**src/rtl/irq_deleg_sel.sv**
```systemverilog
module irq_deleg_sel #(
  parameter int CAUSE_W = 4
) (
  input  logic               clk,
  input  logic               rst_n,
  input  logic [1:0]         priv,
  input  logic               glb_mie,
  input  logic               glb_sie,
  input  logic [2:0]         m_lines,
  input  logic               wr_en,
  input  logic [2:0]         wr_sel,
  input  logic [11:0]        wr_data,
  output logic [11:0]        mip_o,
  output logic [11:0]        mie_o,
  output logic [11:0]        mideleg_o,
  output logic [11:0]        sip_o,
  output logic [11:0]        sie_o,
  output logic               irq_valid,
  output logic [CAUSE_W-1:0] irq_cause,
  output logic [1:0]         irq_priv
);
  localparam logic [11:0] SU_BITS   = 12'h333;
  localparam logic [11:0] MIE_WMASK = 12'hAAA;
  localparam logic [11:0] MIP_WMASK = 12'h222;
  localparam logic [1:0]  LVL_U     = 2'd0;
  localparam logic [1:0]  LVL_S     = 2'd1;
  localparam logic [1:0]  LVL_M     = 2'd3;
  localparam int          NPRIO     = 9;
  localparam logic [3:0]  ORDER [NPRIO] = '{4'd11, 4'd3, 4'd7, 4'd9, 4'd1, 4'd5, 4'd8, 4'd0, 4'd4};

  logic [11:0] pend_q, en_q, del_q;
  logic [11:0] pend_n, en_n, del_n;

  always_comb begin
    pend_n     = pend_q;
    pend_n[11] = m_lines[2];
    pend_n[7]  = m_lines[1];
    pend_n[3]  = m_lines[0];
    en_n       = en_q;
    del_n      = del_q;
    if (wr_en) begin
      case (wr_sel)
        3'd0: pend_n = (pend_n & ~MIP_WMASK) | (wr_data & MIP_WMASK);
        3'd1: en_n   = (en_q & ~MIE_WMASK) | (wr_data & MIE_WMASK);
        3'd2: del_n  = wr_data & SU_BITS;
        3'd3: en_n   = (en_q & ~(del_q & SU_BITS)) | (wr_data & del_q & SU_BITS);
        3'd4: if (del_q[1]) pend_n[1] = wr_data[1];
        default: ;
      endcase
    end
  end

  always_ff @(posedge clk or negedge rst_n) begin
    if (!rst_n) begin
      pend_q <= '0;
      en_q   <= '0;
      del_q  <= '0;
    end else begin
      pend_q <= pend_n;
      en_q   <= en_n;
      del_q  <= del_n;
    end
  end

  function automatic logic [4:0] first_set(input logic [11:0] v);
    logic [4:0] r;
    r = '0;
    for (int i = NPRIO - 1; i >= 0; i--)
      if (v[ORDER[i]]) r = {1'b1, ORDER[i]};
    return r;
  endfunction

  logic [11:0] act, m_grp, s_grp;
  logic        eff_m, eff_s;
  logic [4:0]  m_pick, s_pick;

  assign act    = pend_q & en_q;
  assign m_grp  = act & ~del_q;
  assign s_grp  = act & del_q;
  assign eff_m  = (priv != LVL_M) || glb_mie;
  assign eff_s  = (priv == LVL_U) || (priv == LVL_S && glb_sie);
  assign m_pick = first_set(m_grp);
  assign s_pick = first_set(s_grp);

  always_comb begin
    irq_valid = 1'b0;
    irq_cause = '0;
    irq_priv  = LVL_M;
    if (eff_m && m_pick[4]) begin
      irq_valid = 1'b1;
      irq_cause = CAUSE_W'(m_pick[3:0]);
      irq_priv  = LVL_M;
    end else if (eff_s && s_pick[4]) begin
      irq_valid = 1'b1;
      irq_cause = CAUSE_W'(s_pick[3:0]);
      irq_priv  = LVL_S;
    end
  end

  assign mip_o     = pend_q;
  assign mie_o     = en_q;
  assign mideleg_o = del_q;
  assign sip_o     = pend_q & del_q & SU_BITS;
  assign sie_o     = en_q & del_q & SU_BITS;
endmodule

```
**config.mk**
```make
export PLATFORM = sky130hd
export DESIGN_NAME = irq_deleg_sel
export DESIGN_NICKNAME = d
export VERILOG_FILES = /design/src/rtl/irq_deleg_sel.sv
export SDC_FILE = /design/constraint.sdc
export NUM_CORES = 1
export LEC_CHECK = 0
export BUFFER_PORTS_ARGS = -buffer_cell sky130_fd_sc_hd__buf_4
export CAP_MARGIN = 10
export CORE_MARGIN = 3
export CORE_UTILIZATION = 37
export CTS_CLUSTER_SIZE = 14
export DETAILED_ROUTE_END_ITERATION = 8
export GPL_TIMING_DRIVEN = 0
export PLACE_DENSITY = 0.82
export SLEW_MARGIN = 20
export SYNTH_ARGS = -nofsm -noshare
export SYNTH_HDL_FRONTEND = slang
export SYNTH_SLANG_ARGS = --single-unit
export TNS_END_PERCENT = 1
```
**constraint.sdc**
```tcl
create_clock -name clk -period 1.2 [get_ports clk]
set_input_delay 0.12 -clock clk [delete_from_list [all_inputs] [get_ports clk]]
set_output_delay 0.12 -clock clk [all_outputs]
set_load 0.005 [all_outputs]
```
* Word level (Yosys, flattened, before mapping)
Cells that the tools add are included.
Operators by class: equality and inequality tests 7, muxes and demuxes 30, bitwise logic cells 11, reduce and logical (&&, ||, !) cells 13
Operators by type and width (number):
- 5-bit 2-to-1 mux | 18
- 12-bit AND | 3
- 10-bit AND | 3
- 12-bit by 10-bit OR with 12-bit output | 2
- 12-bit one-hot mux with 2 select lines | 1
- 12-bit by 10-bit AND with 12-bit output | 1
- 12-bit 2-to-1 mux | 1
- 10-bit NOT with 12-bit output | 1
- 11-bit by 12-bit OR with 12-bit output | 1
- 10-bit 2-to-1 mux | 1
- 4-bit 2-to-1 mux | 2
- 3-bit by 2-bit equality test with 1-bit output (second input constant) | 2
- 2-bit AND reduction | 3
- 1-bit 2-to-1 mux | 4
- 2-bit 2-to-1 mux | 2
- 2-bit inequality test (second input constant) | 2
- 2-bit nonzero test | 2
- 3-bit by 1-bit equality test with 1-bit output (second input constant) | 1
- 3-bit equality test (second input constant) | 1
- 1-bit logical AND | 3
- 3-bit zero test | 1
- 3-bit AND reduction | 1
- 2-bit by 1-bit equality test with 1-bit output (second input constant) | 1
- 2-bit zero test | 1
- other kinds (2) | 3
Word-level totals: bits in registers 30, output and inout bits 67, logic and storage cells 66

* Logic depth before layout (Yosys ltp)
depth in word-level cells 14, gate-level depth with buffers 4, depth with buffers taken out 4

* Worst setup path after synthesis
OpenSTA, ideal clock, no wires.
path kind register -> output, from register pend_q[11], in the netlist mip_o[11], to output port irq_cause[3], data arrival time 1.237 ns, required time 1.080 ns, setup slack -0.157 ns, cell stages (with the launch flop) 5, path through dfrtp_1 -> a22oi_1 -> o21ai_0 -> or4_1 -> o21ai_0
Between the ends: word-level cells in the longest chain between the ends 6
Ends and longest elaborated chain:
- from (decl) | RTL line 31 | logic [11:0] pend_q, en_q, del_q;
- from (signal assigned) | RTL line 59 | pend_q <= pend_n;
- 12-bit AND * | RTL line 77 | assign act = pend_q & en_q;
- 12-bit by 10-bit AND with 12-bit output | RTL line 79 | assign s_grp = act & del_q;
- 5-bit 2-to-1 mux | RTL line 69 | if (v[ORDER[i]]) r = {1'b1, ORDER[i]};
- 1-bit logical AND | RTL line 93 | end else if (eff_s && s_pick[4]) begin
- 4-bit 2-to-1 mux | RTL line 93
- 4-bit 2-to-1 mux * | RTL line 89 | if (eff_m && m_pick[4]) begin
- to (decl) | RTL line 19 | output logic [CAUSE_W-1:0] irq_cause,
Mark *: on every way between the ends. The rest lies on a longest branch, timed or not.

* Final worst setup path
from register en_q[11], in the netlist mie_o[11], to output port irq_cause[3]
Between the ends: word-level cells in the longest chain between the ends 6
Ends and longest elaborated chain:
- from (decl) | RTL line 31
- from (signal assigned) | RTL line 60 | en_q <= en_n;
- 12-bit AND * | RTL line 77
- 12-bit by 10-bit AND with 12-bit output | RTL line 79
- 5-bit 2-to-1 mux | RTL line 69
- 1-bit logical AND | RTL line 93
- 4-bit 2-to-1 mux | RTL line 93
- 4-bit 2-to-1 mux * | RTL line 89
Marked as above.

==> impl_metrics.csv <==
group,metric,value,unit
floorplan,die-area,4260,µm²
finish,final_cells,276,
timing,whs,0.0347,ns
routing,via_per_inst,4.20,
setup_path,regToRegSetupSlack,-0.01,ns
yosys,synth_warnings,0,
timing,finalCritPeriodShare,154,%
placed_design,dp.cells,262,
timing,skew,0.000510,ns
yosys,synth-adder-area-share,0,%
floorplan,core_area,3200,µm²
setup_path,crit_path_end_kind,"output pin",
finish,finish.net_count,258,
floorplan,dieHeight,65.3,µm
clock_network,clkLatencyLatePin,0.30,ns
floorplan,num_rows,20,
yosys,ys.flop_type,"dfrtp_1",
routing,drc,0,
global_route,grt_pass1_wl,4.75,mm
global_route,overflow,0,
setup_path,r2r_end,"mip_o[1]",
yosys,synth.mux.area_fraction,13.0,%
floorplan,ioPinCount,92,
routing,first_iter_violations,20,
run,max_cap_violations,0,
global_route,grt_start_max_net_pins,22,
global_route,grt_pass1_vias,1054,
routing,wire_per_inst,11.6,µm
power_and_ir_drop,p_leak,1.07,nW
clock_network,cts.sinks,21,
routing,ant_nets,0,
timing,drv_slew,0,
clock_network,clock-root-buffer,"clkbuf_4",
finish,final_layout_size_suffix_gt1_share,56.9,%
setup_path,r2r-start,"mideleg_o[1]",
yosys,ys_seq_area_share,40.4,%
setup_path,crit_fanout,4,
yosys,synthCells,133,
timing,hold_viol,0,
routing,vias,1158,
power_and_ir_drop,vdd_drop_max,0.867,mV
routing,finalWirelength,3.20,mm
power_and_ir_drop,power_per_cell_area,1230,nW/µm²
placed_design,gp_congestion,0.769,
clock_network,cts_buffer_depth,2,
floorplan,initial_core_util,40.6,%
timing,setup_violations,9,
placed_design,hpwl,2.46,mm
setup_path,startpoint,"mie_o[11]",
clock_network,h-tree-depth,1,
setup_path,startpoint_type,"flop",
routing,first_pass_iters,2,
clock_network,clk_pin_slew_worst_paths,0.12,ns
yosys,synth_edf_count,0,
run_status,violations,"negative setup slack",
global_route,grt.total_usage,14.0,%
yosys,yosys.area_share.simple,16.4,%
floorplan,die_x,65.3,µm
yosys,synthArstFlopShare,100,%
min_path,hold_class,"in2reg",
setup_path,worstSetupPathType,"reg2out",
setup_path,arrival,1.73,ns
finish,antennaDiodeCount,0,
global_route,grt_antenna_before_repair,0,
timing,period_needed,1.85,ns
finish,n_fill_cell,284,
yosys,synth_seq_cells,21,
setup_path,reg2reg_depth,3,
yosys,synth.avg_cell_area,9.78,µm²
timing,fmax,540,MHz
setup_path,cp-endpoint,"irq_cause[3]",
setup_path,cp.required,1.08,ns
yosys,synth_top_family_by_area,"buffers and inverters",
yosys,yosysUniqueCellTypes,28,
finish,syn2layout_area_growth,57.5,%
yosys,syn_area,1300,µm²
yosys,synth_xor_area_share,0,%
run_status,status,"finished, violations left",
clock_network,cts_buffers,3,
clock_network,cts_tree,"done",
yosys,synth_compound_area_share,10.2,%
timing,rsz0062_at_grt,"true",
timing,setup_ws,-0.653,ns
placed_design,io_buffers,56,
-- cells in the mapped netlist, types with 2 or more instances --
cell,n,area (µm²)
nand3_1,3,15.0
conb_1,2,7.51
a21oi_1,7,35.0
o21ai_0,6,30.0
mux2_2,15,169
nand2b_1,3,18.8
inv_1,4,15.0
buf_4,31,233
and2_1,9,56.3
nand2_1,11,41.3
dfrtp_1,21,526
nor2_1,3,11.3
nor4_1,2,12.5
a21o_1,2,15.0
-- cells in the final DEF, fill, tap and decap left out, types with 2 or more instances in the layout --
cell            n
o21ai_0         4
and2_1          5
dlygate4sd3_1   4
conb_1         31
nand2b_1        3
mux2_2         15
buf_6           2
dfrtp_1        17
a21oi_2         2
nand3_1         3
buf_4          91
and2_4          4
dfrtp_2         4
o21ai_1         2
inv_1           4
nand2_1        11
a21o_1          2
a21oi_1         5
clkbuf_4        3
nor2_1          3
-- per-stage QoR --
step	total power [W]	cell area, µm²	setup slack, ns	util [%]	setup TNS (ns)
2_1_floorplan	0.00149	1420	-0.105	-	-0.207
3_3_place_gp	0.00203	1890	-0.310	59.1	-1.36
3_5_place_dp	0.00205	1890	-0.332	59.1	-1.51
4_1_cts	0.00246	2000	-0.640	62.4	-2.69
5_1_grt	0.00269	2050	-0.741	64.0	-3.65
6_report	0.00253	2050	-0.653	64.0	-2.91
-- worst max-delay path, stage by stage (launching register included) --
cell	delay (ns)
dfrtp_2	0.46
a22oi_2	0.21
o21ai_1	0.13
or4_1	0.42
o21ai_1	0.09
buf_4	0.13
-- kinds of logic (layout without fill, tap and decap cells) --
group	after synthesis	count (layout)
other	2	31
AOI/OAI and AO/OA	21	21
DFF	21	21
and+or+nand+nor	38	38
muxes	15	15
buffers and inverters	36	106
-- report_power, final --
group	leakage [nW]	internal (W)	switching, W
clock	0.0150	0.000129	0.000211
sequential	0.248	0.000867	0.000170
combinational	0.808	0.000732	0.000419
-- routing by layer --
| metal | GRT usage [%] | vias to the layer above | share of wire [%] |
|---|---|---|---|
| met1 | 16.2 | 511 | 39 |
| met2 | 25.0 | 53 | 50 |
| met4 | 3.11 | 0 | 0.25 |
| met3 | 4.62 | 2 | 11 |
| met5 | 0 | - | 0 |
| li1 | - | 592 | - |
-- final cells by class --
| cell class | instances | area (µm²) | share of cell area (%) |
|---|---|---|---|
| tap | 44 | 55.1 | 2.69 |
| sequential | 21 | 531 | 25.9 |
| multi-input combinational | 105 | 672 | 32.8 |
| buffer | 32 | 238 | 11.6 |
| clock buffer | 4 | 26.3 | 1.28 |
| timing repair buffer | 66 | 513 | 25.0 |
| inverter | 4 | 15.0 | 0.733 |
-- how the worst min path moves through the flow --
stage                    start  cells after the start      endpoint  slack [ns]
floorplan                rst_n                      0     async pin       -0.18
global placement         rst_n                      1      mie_o[0]        0.02
detailed placement       rst_n                      1      mie_o[0]        0.02
CTS                 wr_data[9]                      3  mideleg_o[9]        0.03
global route        wr_data[3]                      2      mie_o[3]        0.03
finish              wr_data[9]                      3  mideleg_o[9]        0.03
-- timing repair --
action | in CTS | in global routing
buffers inserted | 3 | 3
hold endpoints to repair | 24 | 0
hold buffers | 4 | 0
pin swaps | 1 | 2
gates resized for setup | 6 | 9
endpoints found under the setup margin | 7 | 15
Note: power is estimated with default switching activity, not from simulation.
